### src/rtl/spim_pkg.sv
`timescale 1ns/1ps
// Shared definitions for the SPI master frame engine.
// Holds the command-word field positions, which a queue writer must match,
// and the engine state encoding.
package spim_pkg;
    localparam int DATA_W      = 16;
    localparam int WORD_W      = 32;
    localparam int LEN_W       = 4;
    localparam int SEL_FIELD_W = 8;
    localparam int SEL_LSB     = 16;
    localparam int RELEASE_POS = 24;
    localparam int GAP_POS     = 25;
    localparam int RSVD_LSB    = 26;
    localparam int RSVD_MSB    = 27;
    localparam int LEN_LSB     = 28;

    typedef enum logic [1:0] {
        ST_IDLE  = 2'd0,
        ST_SHIFT = 2'd1,
        ST_GAP   = 2'd2
    } eng_state_t;
endpackage

### src/rtl/spim_word_decode.sv
`timescale 1ns/1ps
// Splits a transmit command word into payload and frame controls.
// Assumes NUM_SEL is at most SEL_FIELD_W. Reserved bits and mask bits
// above NUM_SEL are dropped.
module spim_word_decode
    import spim_pkg::*;
#(
    parameter int NUM_SEL = 4
) (
    input  logic [WORD_W-1:0]  word,
    output logic [DATA_W-1:0]  payload,
    output logic [LEN_W-1:0]   width_m1,
    output logic               release_sel,
    output logic               gap_after,
    output logic [NUM_SEL-1:0] sel_mask
);
    logic unused_hi;
    logic unused_rsvd;

    // Field extraction at fixed positions
    assign payload     = word[DATA_W-1:0];
    assign width_m1    = word[LEN_LSB +: LEN_W];
    assign release_sel = word[RELEASE_POS];
    assign gap_after   = word[GAP_POS];
    assign sel_mask    = word[SEL_LSB +: NUM_SEL];
    assign unused_rsvd = ^word[RSVD_MSB:RSVD_LSB];

    // Upper mask bits exist only when fewer selects are built than the field holds
    generate
        if (NUM_SEL < SEL_FIELD_W) begin : g_mask_spare
            assign unused_hi = ^word[SEL_LSB+SEL_FIELD_W-1 : SEL_LSB+NUM_SEL];
        end else begin : g_mask_full
            assign unused_hi = 1'b0;
        end
    endgenerate
endmodule

### src/rtl/spim_bit_timer.sv
`timescale 1ns/1ps
// Bit-period timer. While run is high it counts one bit period of
// P = div+1 cycles (at least 2) and repeats. The first half lasts
// ceil(P/2) cycles. It flags the last cycle of the first half and the
// last cycle of the period. Assumes div is static while run is high.
module spim_bit_timer #(
    parameter int DIV_W = 16
) (
    input  logic             clk,
    input  logic             rst_n,
    input  logic             run,
    input  logic [DIV_W-1:0] div,
    output logic             first_half,
    output logic             sample_now,
    output logic             period_end
);
    localparam int CNT_W = DIV_W + 1;

    logic [CNT_W-1:0] period;
    logic [CNT_W-1:0] half_a;
    logic [CNT_W-1:0] cnt_q;

    // Period length with a floor of two cycles, and its leading half
    always_comb begin
        period = {1'b0, div} + CNT_W'(1);
        if (period < CNT_W'(2)) begin
            period = CNT_W'(2);
        end
        half_a = period - (period >> 1);
    end

    // Position inside the current bit period
    always_ff @(posedge clk) begin
        if (!rst_n) begin
            cnt_q <= '0;
        end else if (!run || period_end) begin
            cnt_q <= '0;
        end else begin
            cnt_q <= cnt_q + CNT_W'(1);
        end
    end

    assign first_half = (cnt_q < half_a);
    assign sample_now = run && (cnt_q == half_a - CNT_W'(1));
    assign period_end = run && (cnt_q == period - CNT_W'(1));
endmodule

### src/rtl/spim_frame_ctrl.sv
`timescale 1ns/1ps
// Frame sequencer. It pops one command word when idle, shifts the
// frame bit by bit on the timer strobes, offers the received item at the
// end of the last bit, and then applies the gap and the select release.
// Assumes the configuration is static while a frame is in flight.
module spim_frame_ctrl
    import spim_pkg::*;
#(
    parameter int NUM_SEL = 4
) (
    input  logic               clk,
    input  logic               rst_n,
    input  logic               enable,
    input  logic               cfg_lsb_first,
    input  logic               tx_valid,
    output logic               tx_ready,
    input  logic [DATA_W-1:0]  cmd_payload,
    input  logic [LEN_W-1:0]   cmd_width_m1,
    input  logic               cmd_release,
    input  logic               cmd_gap,
    input  logic [NUM_SEL-1:0] cmd_sel_mask,
    input  logic               sample_now,
    input  logic               period_end,
    input  logic               rx_bit_in,
    output logic               run,
    output logic               shifting,
    output logic               tx_bit,
    output logic [NUM_SEL-1:0] sel_q,
    output logic               rx_valid,
    input  logic               rx_ready,
    output logic [DATA_W-1:0]  rx_data,
    output logic               rx_overrun
);
    eng_state_t         state_q;
    logic [DATA_W-1:0]  txd_q;
    logic [DATA_W-1:0]  rxd_q;
    logic [LEN_W-1:0]   width_q;
    logic [LEN_W-1:0]   bit_q;
    logic               release_q;
    logic               gap_q;
    logic [LEN_W-1:0]   pos;
    logic               last_bit;
    logic               frame_done;

    // Payload position of the current bit for the selected order
    assign pos        = cfg_lsb_first ? bit_q : (width_q - bit_q);
    assign last_bit   = (bit_q == width_q);
    assign frame_done = (state_q == ST_SHIFT) && period_end && last_bit;

    assign tx_ready   = enable && (state_q == ST_IDLE);
    assign run        = (state_q != ST_IDLE);
    assign shifting   = (state_q == ST_SHIFT);
    assign tx_bit     = shifting ? txd_q[pos] : 1'b0;
    assign rx_valid   = frame_done;
    assign rx_data    = rxd_q;
    assign rx_overrun = frame_done && !rx_ready;

    // Frame sequencing, shift registers and select hold
    always_ff @(posedge clk) begin
        if (!rst_n) begin
            state_q   <= ST_IDLE;
            txd_q     <= '0;
            rxd_q     <= '0;
            width_q   <= '0;
            bit_q     <= '0;
            release_q <= 1'b0;
            gap_q     <= 1'b0;
            sel_q     <= '1;
        end else if (!enable) begin
            state_q <= ST_IDLE;
            sel_q   <= '1;
        end else begin
            case (state_q)
                ST_IDLE: begin
                    if (tx_valid) begin
                        txd_q     <= cmd_payload;
                        rxd_q     <= '0;
                        width_q   <= cmd_width_m1;
                        bit_q     <= '0;
                        release_q <= cmd_release;
                        gap_q     <= cmd_gap;
                        sel_q     <= cmd_sel_mask;
                        state_q   <= ST_SHIFT;
                    end
                end
                ST_SHIFT: begin
                    if (sample_now) begin
                        rxd_q[pos] <= rx_bit_in;
                    end
                    if (period_end) begin
                        if (!last_bit) begin
                            bit_q <= bit_q + LEN_W'(1);
                        end else if (gap_q) begin
                            state_q <= ST_GAP;
                        end else begin
                            state_q <= ST_IDLE;
                            if (release_q) begin
                                sel_q <= '1;
                            end
                        end
                    end
                end
                ST_GAP: begin
                    if (period_end) begin
                        state_q <= ST_IDLE;
                        if (release_q) begin
                            sel_q <= '1;
                        end
                    end
                end
                default: state_q <= ST_IDLE;
            endcase
        end
    end
endmodule

### src/rtl/spim_frame_engine.sv
`timescale 1ns/1ps
// SPI master frame engine top. It decodes queued command words, times
// the bits, forms the serial clock from the timer phase and the mode
// inputs, applies the loopback path, and gates the selects with enable.
// Assumes the configuration inputs and clk_div change only while idle.
module spim_frame_engine
    import spim_pkg::*;
#(
    parameter int NUM_SEL = 4,
    parameter int DIV_W   = 16
) (
    input  logic               clk,
    input  logic               rst_n,
    input  logic               enable,
    input  logic               cfg_cpol,
    input  logic               cfg_cpha,
    input  logic               cfg_lsb_first,
    input  logic               cfg_loopback,
    input  logic [DIV_W-1:0]   clk_div,
    input  logic               tx_valid,
    output logic               tx_ready,
    input  logic [WORD_W-1:0]  tx_word,
    output logic               rx_valid,
    input  logic               rx_ready,
    output logic [DATA_W-1:0]  rx_data,
    output logic               rx_overrun,
    output logic               sck,
    output logic               mosi,
    input  logic               miso,
    output logic [NUM_SEL-1:0] ss_n
);
    logic [DATA_W-1:0]  cmd_payload;
    logic [LEN_W-1:0]   cmd_width_m1;
    logic               cmd_release;
    logic               cmd_gap;
    logic [NUM_SEL-1:0] cmd_sel_mask;
    logic               first_half;
    logic               sample_now;
    logic               period_end;
    logic               run;
    logic               shifting;
    logic               tx_bit;
    logic               rx_bit_in;
    logic [NUM_SEL-1:0] sel_q;

    spim_word_decode #(.NUM_SEL(NUM_SEL)) u_decode (
        .word        (tx_word),
        .payload     (cmd_payload),
        .width_m1    (cmd_width_m1),
        .release_sel (cmd_release),
        .gap_after   (cmd_gap),
        .sel_mask    (cmd_sel_mask)
    );

    spim_bit_timer #(.DIV_W(DIV_W)) u_timer (
        .clk        (clk),
        .rst_n      (rst_n),
        .run        (run),
        .div        (clk_div),
        .first_half (first_half),
        .sample_now (sample_now),
        .period_end (period_end)
    );

    spim_frame_ctrl #(.NUM_SEL(NUM_SEL)) u_ctrl (
        .clk           (clk),
        .rst_n         (rst_n),
        .enable        (enable),
        .cfg_lsb_first (cfg_lsb_first),
        .tx_valid      (tx_valid),
        .tx_ready      (tx_ready),
        .cmd_payload   (cmd_payload),
        .cmd_width_m1  (cmd_width_m1),
        .cmd_release   (cmd_release),
        .cmd_gap       (cmd_gap),
        .cmd_sel_mask  (cmd_sel_mask),
        .sample_now    (sample_now),
        .period_end    (period_end),
        .rx_bit_in     (rx_bit_in),
        .run           (run),
        .shifting      (shifting),
        .tx_bit        (tx_bit),
        .sel_q         (sel_q),
        .rx_valid      (rx_valid),
        .rx_ready      (rx_ready),
        .rx_data       (rx_data),
        .rx_overrun    (rx_overrun)
    );

    // Serial clock: active in the second half of a bit for phase 0, in the first half for phase 1
    assign sck       = (shifting && enable) ? (cfg_cpol ^ (cfg_cpha ? first_half : ~first_half))
                                            : cfg_cpol;
    assign mosi      = tx_bit;
    // Receive source: outgoing bit in loopback, otherwise the input pin
    assign rx_bit_in = cfg_loopback ? tx_bit : miso;
    // Selects forced high while disabled
    assign ss_n      = enable ? sel_q : '1;
endmodule

### config.mk
export PLATFORM = sky130hd
export DESIGN_NAME = spim_frame_engine
export DESIGN_NICKNAME = d
export VERILOG_FILES = /design/src/rtl/spim_pkg.sv /design/src/rtl/spim_word_decode.sv /design/src/rtl/spim_bit_timer.sv /design/src/rtl/spim_frame_ctrl.sv /design/src/rtl/spim_frame_engine.sv
export SDC_FILE = /design/constraint.sdc
export NUM_CORES = 1
export LEC_CHECK = 0
export BUFFER_PORTS_ARGS = -buffer_cell sky130_fd_sc_hd__buf_4
export CAP_MARGIN = 25
export CORE_MARGIN = 4
export CORE_UTILIZATION = 48
export CTS_BUF_LIST = sky130_fd_sc_hd__clkbuf_8
export DETAILED_ROUTE_END_ITERATION = 10
export HOLD_SLACK_MARGIN = 0.15
export PLACE_DENSITY = 0.68
export SYNTH_ARGS = -nofsm -noshare
export SYNTH_HDL_FRONTEND = slang
export SYNTH_SLANG_ARGS = --single-unit
### constraint.sdc
create_clock -name clk -period 10.7 [get_ports clk]
set_input_delay 1.07 -clock clk [delete_from_list [all_inputs] [get_ports clk]]
set_output_delay 1.07 -clock clk [all_outputs]
set_load 0.1 [all_outputs]
# Yosys cells after proc, flatten, opt, wreduce, memory -nomap -nowiden
# Index checks and enable logic that the tools add are counted.
[totals]
n_memories = 0
ramBits = 0
word_cells = 89
inputBits = 58
output_inout_bits = 25
reg_bits = 65
rom_bits = 0
latch_bits = 0
[classes]
n_addsub = 7
n_bitwise = 3
n_mul = 0
n_mux = 32
order_cmp = 4
n_eq_ne = 12
shift = 0
n_div = 0
n_reduce_logical = 22
[op_table]
columns = ["op", "count"]
rows = [
  ["$mux 4", 11],
  ["$eq 17x17->1", 2],
  ["$sub 17x1->17 const B", 2],
  ["$mux 16", 2],
  ["$pmux 16 s2", 1],
  ["$add 16x1->17 const B", 1],
  ["$add 17x1->17 const B", 1],
  ["$lt 17x17->1", 1],
  ["$lt 17x2->1 const B", 1],
  ["$mux 17", 1],
  ["$sub 17x16->17", 1],
  ["$bwmux 16", 1],
  ["$pmux 4 s3", 1],
  ["$mux 2", 5],
  ["$logic_and 1x1->1", 8],
  ["$ne 2x2->1 const B", 4],
  ["$pmux 4 s2", 1],
  ["$reduce_and 4->1", 2],
  ["$mux 1", 6],
  ["$ne 2x1->1 const B", 3],
  ["$pmux 2 s3", 1],
  ["$reduce_and 6->1", 1],
  ["$lt 4x5->1 const B", 1],
  ["$reduce_and 5->1", 1],
  ["other kinds (18)", 21],
]

# Longest topological paths before layout
[logic_depth]
depth_word = 9
depth_mapped = 34
mapped_depth_nobuf = 32

# Modules after synthesis
# A second synthesis with hierarchy kept.
[unflattened]
hier_cells = 895
hier_area_um2 = 6925.4
[modules_own_cells]
columns = ["mod", "seq_area_each_um2", "cells_per_inst", "area_per_inst_um2", "n_inst"]
rows = [
  ["spim_bit_timer", 340.3, 576, 4239.1, 1],
  ["spim_frame_ctrl", 960.9, 285, 2432.3, 1],
  ["spim_word_decode", 0.0, 26, 195.2, 1],
  ["spim_frame_engine", 0.0, 8, 58.8, 1],
]

# Worst setup path after synthesis
# OpenSTA, ideal clock, no wires.
[synth_timing]
kind = "input to output"
start = "input port clk_div[2]"
end = "output port rx_overrun"
arrival_ns = 9.184
n_path_buf = 2
cell_stages = 22
required_time_ns = 9.630
setup_slack_ns = 0.446
cell_sequence = "buf_4 and3_1 buf_4 and3_1 nand3_1 xnor2_1 inv_1 ha_1 nand2b_1 a2111o_1 nor4_2 nor2_1 ha_1 a211o_1 o21ai_1 a21oi_1 a2111oi_0 nand4_1 nor4_1 nand3b_1 nor4_1 nor2b_1"
[synth_via]
elab_chain_cells = 9
[synth_rtl]
columns = ["element", "line", "source"]
rows = [
  ["start: declaration", "spim_frame_engine.sv:19", "input logic [DIV_W-1:0] clk_div,"],
  ["$add 16x1->17 *", "spim_bit_timer.sv:25", "period = {1'b0, div} + CNT_W'(1);"],
  ["$lt 17x2->1", "spim_bit_timer.sv:26", "if (period < CNT_W'(2)) begin"],
  ["$mux 17 *", "spim_bit_timer.sv:26", ""],
  ["$sub 17x1->17 *", "spim_bit_timer.sv:45", "assign period_end = run && (cnt_q == period - CNT_W'(1));"],
  ["$eq 17x17->1 *", "spim_bit_timer.sv:45", ""],
  ["$logic_and 1x1->1 *", "spim_bit_timer.sv:45", ""],
  ["$logic_and 1x1->1 * (2 in a row)", "spim_frame_ctrl.sv:48", "assign frame_done = (state_q == ST_SHIFT) && period_end && last_bit;"],
  ["via rx_valid", "spim_frame_engine.sv:23", "output logic rx_valid,"],
  ["$logic_and 1x1->1 *", "spim_frame_ctrl.sv:56", "assign rx_overrun = frame_done && !rx_ready;"],
  ["end: declaration", "spim_frame_engine.sv:26", "output logic rx_overrun,"],
]
# Mark *: on every way through the listed nets, which the timed path passes. The rest lies on a longest branch.

# Worst setup path in the final report
[layout_timing]
start = "input port clk_div[2]"
end = "output port sck"
[layout_via]
elab_chain_cells = 9
[layout_rtl]
columns = ["element", "line", "source"]
rows = [
  ["$add 16x1->17 *", "spim_bit_timer.sv:25", ""],
  ["$lt 17x2->1", "spim_bit_timer.sv:26", ""],
  ["$mux 17 *", "spim_bit_timer.sv:26", ""],
  ["$sub 17x16->17 *", "spim_bit_timer.sv:29", "half_a = period - (period >> 1);"],
  ["$lt 17x17->1 *", "spim_bit_timer.sv:43", "assign first_half = (cnt_q < half_a);"],
  ["$not 1->1", "spim_frame_engine.sv:91", "assign sck = (shifting && enable) ? (cfg_cpol ^ (cfg_cpha ? first_half : ~first_half))"],
  ["$mux 1 *", "spim_frame_engine.sv:91", ""],
  ["$xor 1x1->1 *", "spim_frame_engine.sv:91", ""],
  ["$mux 1 *", "spim_frame_engine.sv:91", ""],
  ["end: declaration", "spim_frame_engine.sv:27", "output logic sck,"],
]
# Every way passes the cells marked *; elsewhere a longest branch is shown, timed or not.

==> results.tsv <==
stage	metric	value	unit
status	status	completed	
grt	largest net degree at the start of global routing	32	
finish	multi-input logic area	5600	µm²
clocking	clk slew on worst S/H paths	0.06	ns
place	gp weighted congestion	0.886	
finish	Synth-to-Final Area Change	11.6	%
timing	Final Hold Slack	0.459	ns
setup_path	Worst setup EP type	primary output	
grt	Tot GR Track Use	20.5	%
finish	Finished Cell Area	8170	µm²
timing	Final Max Tran Viols	0	
finish	Inserted Diodes	0	
clocking	CTS tree	done	
logic_synthesis	cells after synthesis	962	
finish	layout cells sized above 1	13.4	%
setup_path	Setup CP Type	in -> out	
drt	DR vias/cell	5.72	
floorplan	CORE AREA	14800	µm²
drt	WL/cell	15.0	µm
setup_path	Worst EP required	9.63	ns
flow_run	max-cap viol count	0	
setup_path	Crit path max-delay family	simple AND/OR/NAND/NOR gates	
hold_path	Hold/Removal Path Class	reg -> reg	
floorplan	die area	17300	µm²
floorplan	Starting Density	49.6	%
setup_path	cell mode on critical path	ha_1	
logic_synthesis	post-synth cell types	96	
setup_path	CP max stage cell	nor4_2	
timing	Worst Max-Slew Pin Slew	0.927	ns
setup_path	Worst setup SP type	input pin	
timing	fin crit period	8.74	ns
logic_synthesis	synth warn	0	
power	maximum vdd drop	0.0000893	V
grt	vias in the first global route	6505	
logic_synthesis	post-synthesis net count	1089	
timing	Fmax achieved	0.114	GHz
setup_path	Crit path buffers/inverters	4	
drt	1st-pass router iterations	5	
timing	Hold Vio Cnt, Final	0	
floorplan	Die Y	131	µm
clocking	CTS H-tree depth	3	
setup_path	CP Max Fanout	10	
clocking	CTS buffer count	9	
timing	RSZ-0062 raised after global routing	no	
setup_path	crit-path max cell delay	0.66	ns
logic_synthesis	post-synthesis sequential area ratio	17.8	%
setup_path	crit path DAT	7.67	ns
power	Total Power	0.000765	W
grt	initial antenna violation count	0	
floorplan	io pins	83	
drt	Via Count	6864	
clocking	CTS Hold Bufs	0	
timing	clk_skew	0.00943	ns
finish	most common cell after layout, fill and taps aside	nand2_1	
finish	Nets	1137	
drt	wirelength, routed	18.0	mm
finish	register area	1300	µm²
finish	leading cell types in the layout, fill and taps excluded	nand2_1, nor2_1, buf_4	
place	I/O Buffers	76	
clocking	buffer depth of the longest clock path	2	
grt	Congestion Overflow GR	0	
drt	DRT iter0 DRCs	375	
place	Cell Area, Placed	7960	µm²
drt	antenna viol nets, final	0	
timing	final setup vio count	0	
logic_synthesis	Avg Synthesized Cell Area	7.61	µm²
finish	filler cell count	1448	
timing	Worst slew margin	37.6	%
floorplan	Die X	131	µm
timing	Total Neg Setup Slack	0	ns
clocking	setup repair bufs after CTS	0	
clocking	# resized after CTS	0	
drt	drc violations	0	
power	LEAKAGE	3.28	nW
logic_synthesis	EDFF count, synth	0	
clocking	Sink Count	65	
logic_synthesis	Top FF cell, synth	dfxtp_1	
clocking	clock root cell	clkbuf_8	
place	DP Wirelength	14.3	mm
timing	final worst-path cycle share	81.7	%
power	Pwr per Cell Area	93.6	nW/µm²
floorplan	num rows	44	
logic_synthesis	flops & latches, synth	65	
logic_synthesis	Mapped Area	7320	µm²
clocking	Clk Latency, worst-skew pair	0.34	ns
logic_synthesis	ys async rst share	0	%
grt	first-pass GRT wire length	30.3	mm
==> power by group <==
| part | internal, W | leakage [nW] | switching, W |
|---|---|---|---|
| registers | 0.000247 | 0.526 | 0.00000256 |
| clock network | 0.000125 | 0.115 | 0.0000874 |
| logic | 0.000118 | 2.64 | 0.000185 |
| total | 0.000490 | 3.28 | 0.000275 |
==> final cells by class <==
class,instances,area share [%]
well taps,184,2.82
clock inverters,4,0.521
inverters,60,2.76
repair buffers,80,7.44
flip-flops and latches,65,15.9
clock buffers,12,2.02
multi-input cells,794,68.5
==> worst register-to-register path, stage by stage, from the launching register on <==
cell and delay, ns:
dfxtp_1 0.55, xnor3_1 0.46, mux2i_1 0.14, nor4_1 0.34, o2111ai_1 0.18, nor3_1 0.26
nand4_1 0.16, nor4_1 0.39, nand3b_1 0.30, nor3b_1 0.63, nand4_1 0.20, xnor2_1 0.15
and2_1 0.15
==> sequential cells by signal, indices dropped and copies added (netlist names) <==
register / cells
u_ctrl.rx_data: 16
u_ctrl.state_q: 2
u_ctrl.txd_q: 16
u_ctrl.gap_q: 1
u_timer.cnt_q: 17
u_ctrl.sel_q: 4
u_ctrl.width_q: 4
u_ctrl.bit_q: 4
u_ctrl.release_q: 1
==> final timing paths <==
kind	cells past startpoint	slack (ns)	from	to
setup / recovery	30	1.96	clk_div[2]	sck
hold / removal	2	0.46	u_ctrl.txd_q[11]	u_ctrl.txd_q[11]
setup reg to reg	12	6.70	u_timer.cnt_q[10]	u_ctrl.bit_q[3]
hold reg to reg	2	0.46	u_ctrl.txd_q[11]	u_ctrl.txd_q[11]
==> cells in the mapped netlist (8+ instances only) <==
library cell / count / area [µm²]
nand2_1: 113 / 424
nor2_1: 82 / 308
ha_1: 68 / 851
dfxtp_1: 65 / 1300
inv_1: 58 / 218
xnor2_1: 50 / 438
o21ai_0: 39 / 195
a21oi_1: 38 / 190
clkbuf_1: 33 / 124
nand3_1: 27 / 135
xor2_1: 27 / 236
a21boi_0: 25 / 188
a21o_1: 25 / 188
nand4_1: 21 / 131
nor3_1: 20 / 100
and3_1: 19 / 119
nand2b_1: 16 / 100
o21ai_1: 16 / 80.1
nor4_1: 15 / 93.8
and2_1: 14 / 87.6
nor2b_1: 14 / 87.6
a211oi_1: 8 / 60.1
==> per-stage QoR <==
stage | cells | setup WS [ns] | utilization [%]
6_report | 1199 | 1.96 | 55.4
5_1_grt | 1199 | 1.39 | 55.4
2_1_floorplan | 962 | 0.446 | -
3_5_place_dp | 1183 | 1.97 | 54.0
4_1_cts | 1199 | 1.96 | 55.4
3_3_place_gp | 1180 | 2.06 | 53.7
==> metal layers <==
metal,vias up,part of all wire [%],global-route usage [%]
met5,-,0,0
met4,0,2.5,6.94
met3,30,5.1,3.59
met2,179,47,35.7
met1,3120,45,25.5
li1,3535,-,-
==> kinds of logic (layout without fill, tap and decap cells) <==
logic type	count (synthesis)	after routing	share of synthesized area (%)
simple gates	394	394	28.1
compound gates	235	235	23.3
buf+inv	103	156	5.75
xor+xnor	81	81	10.4
fa+ha+maj	69	69	11.9
flops	65	65	17.8
mux	15	15	2.86
No activity file was read; power rests on OpenSTA's default activity.
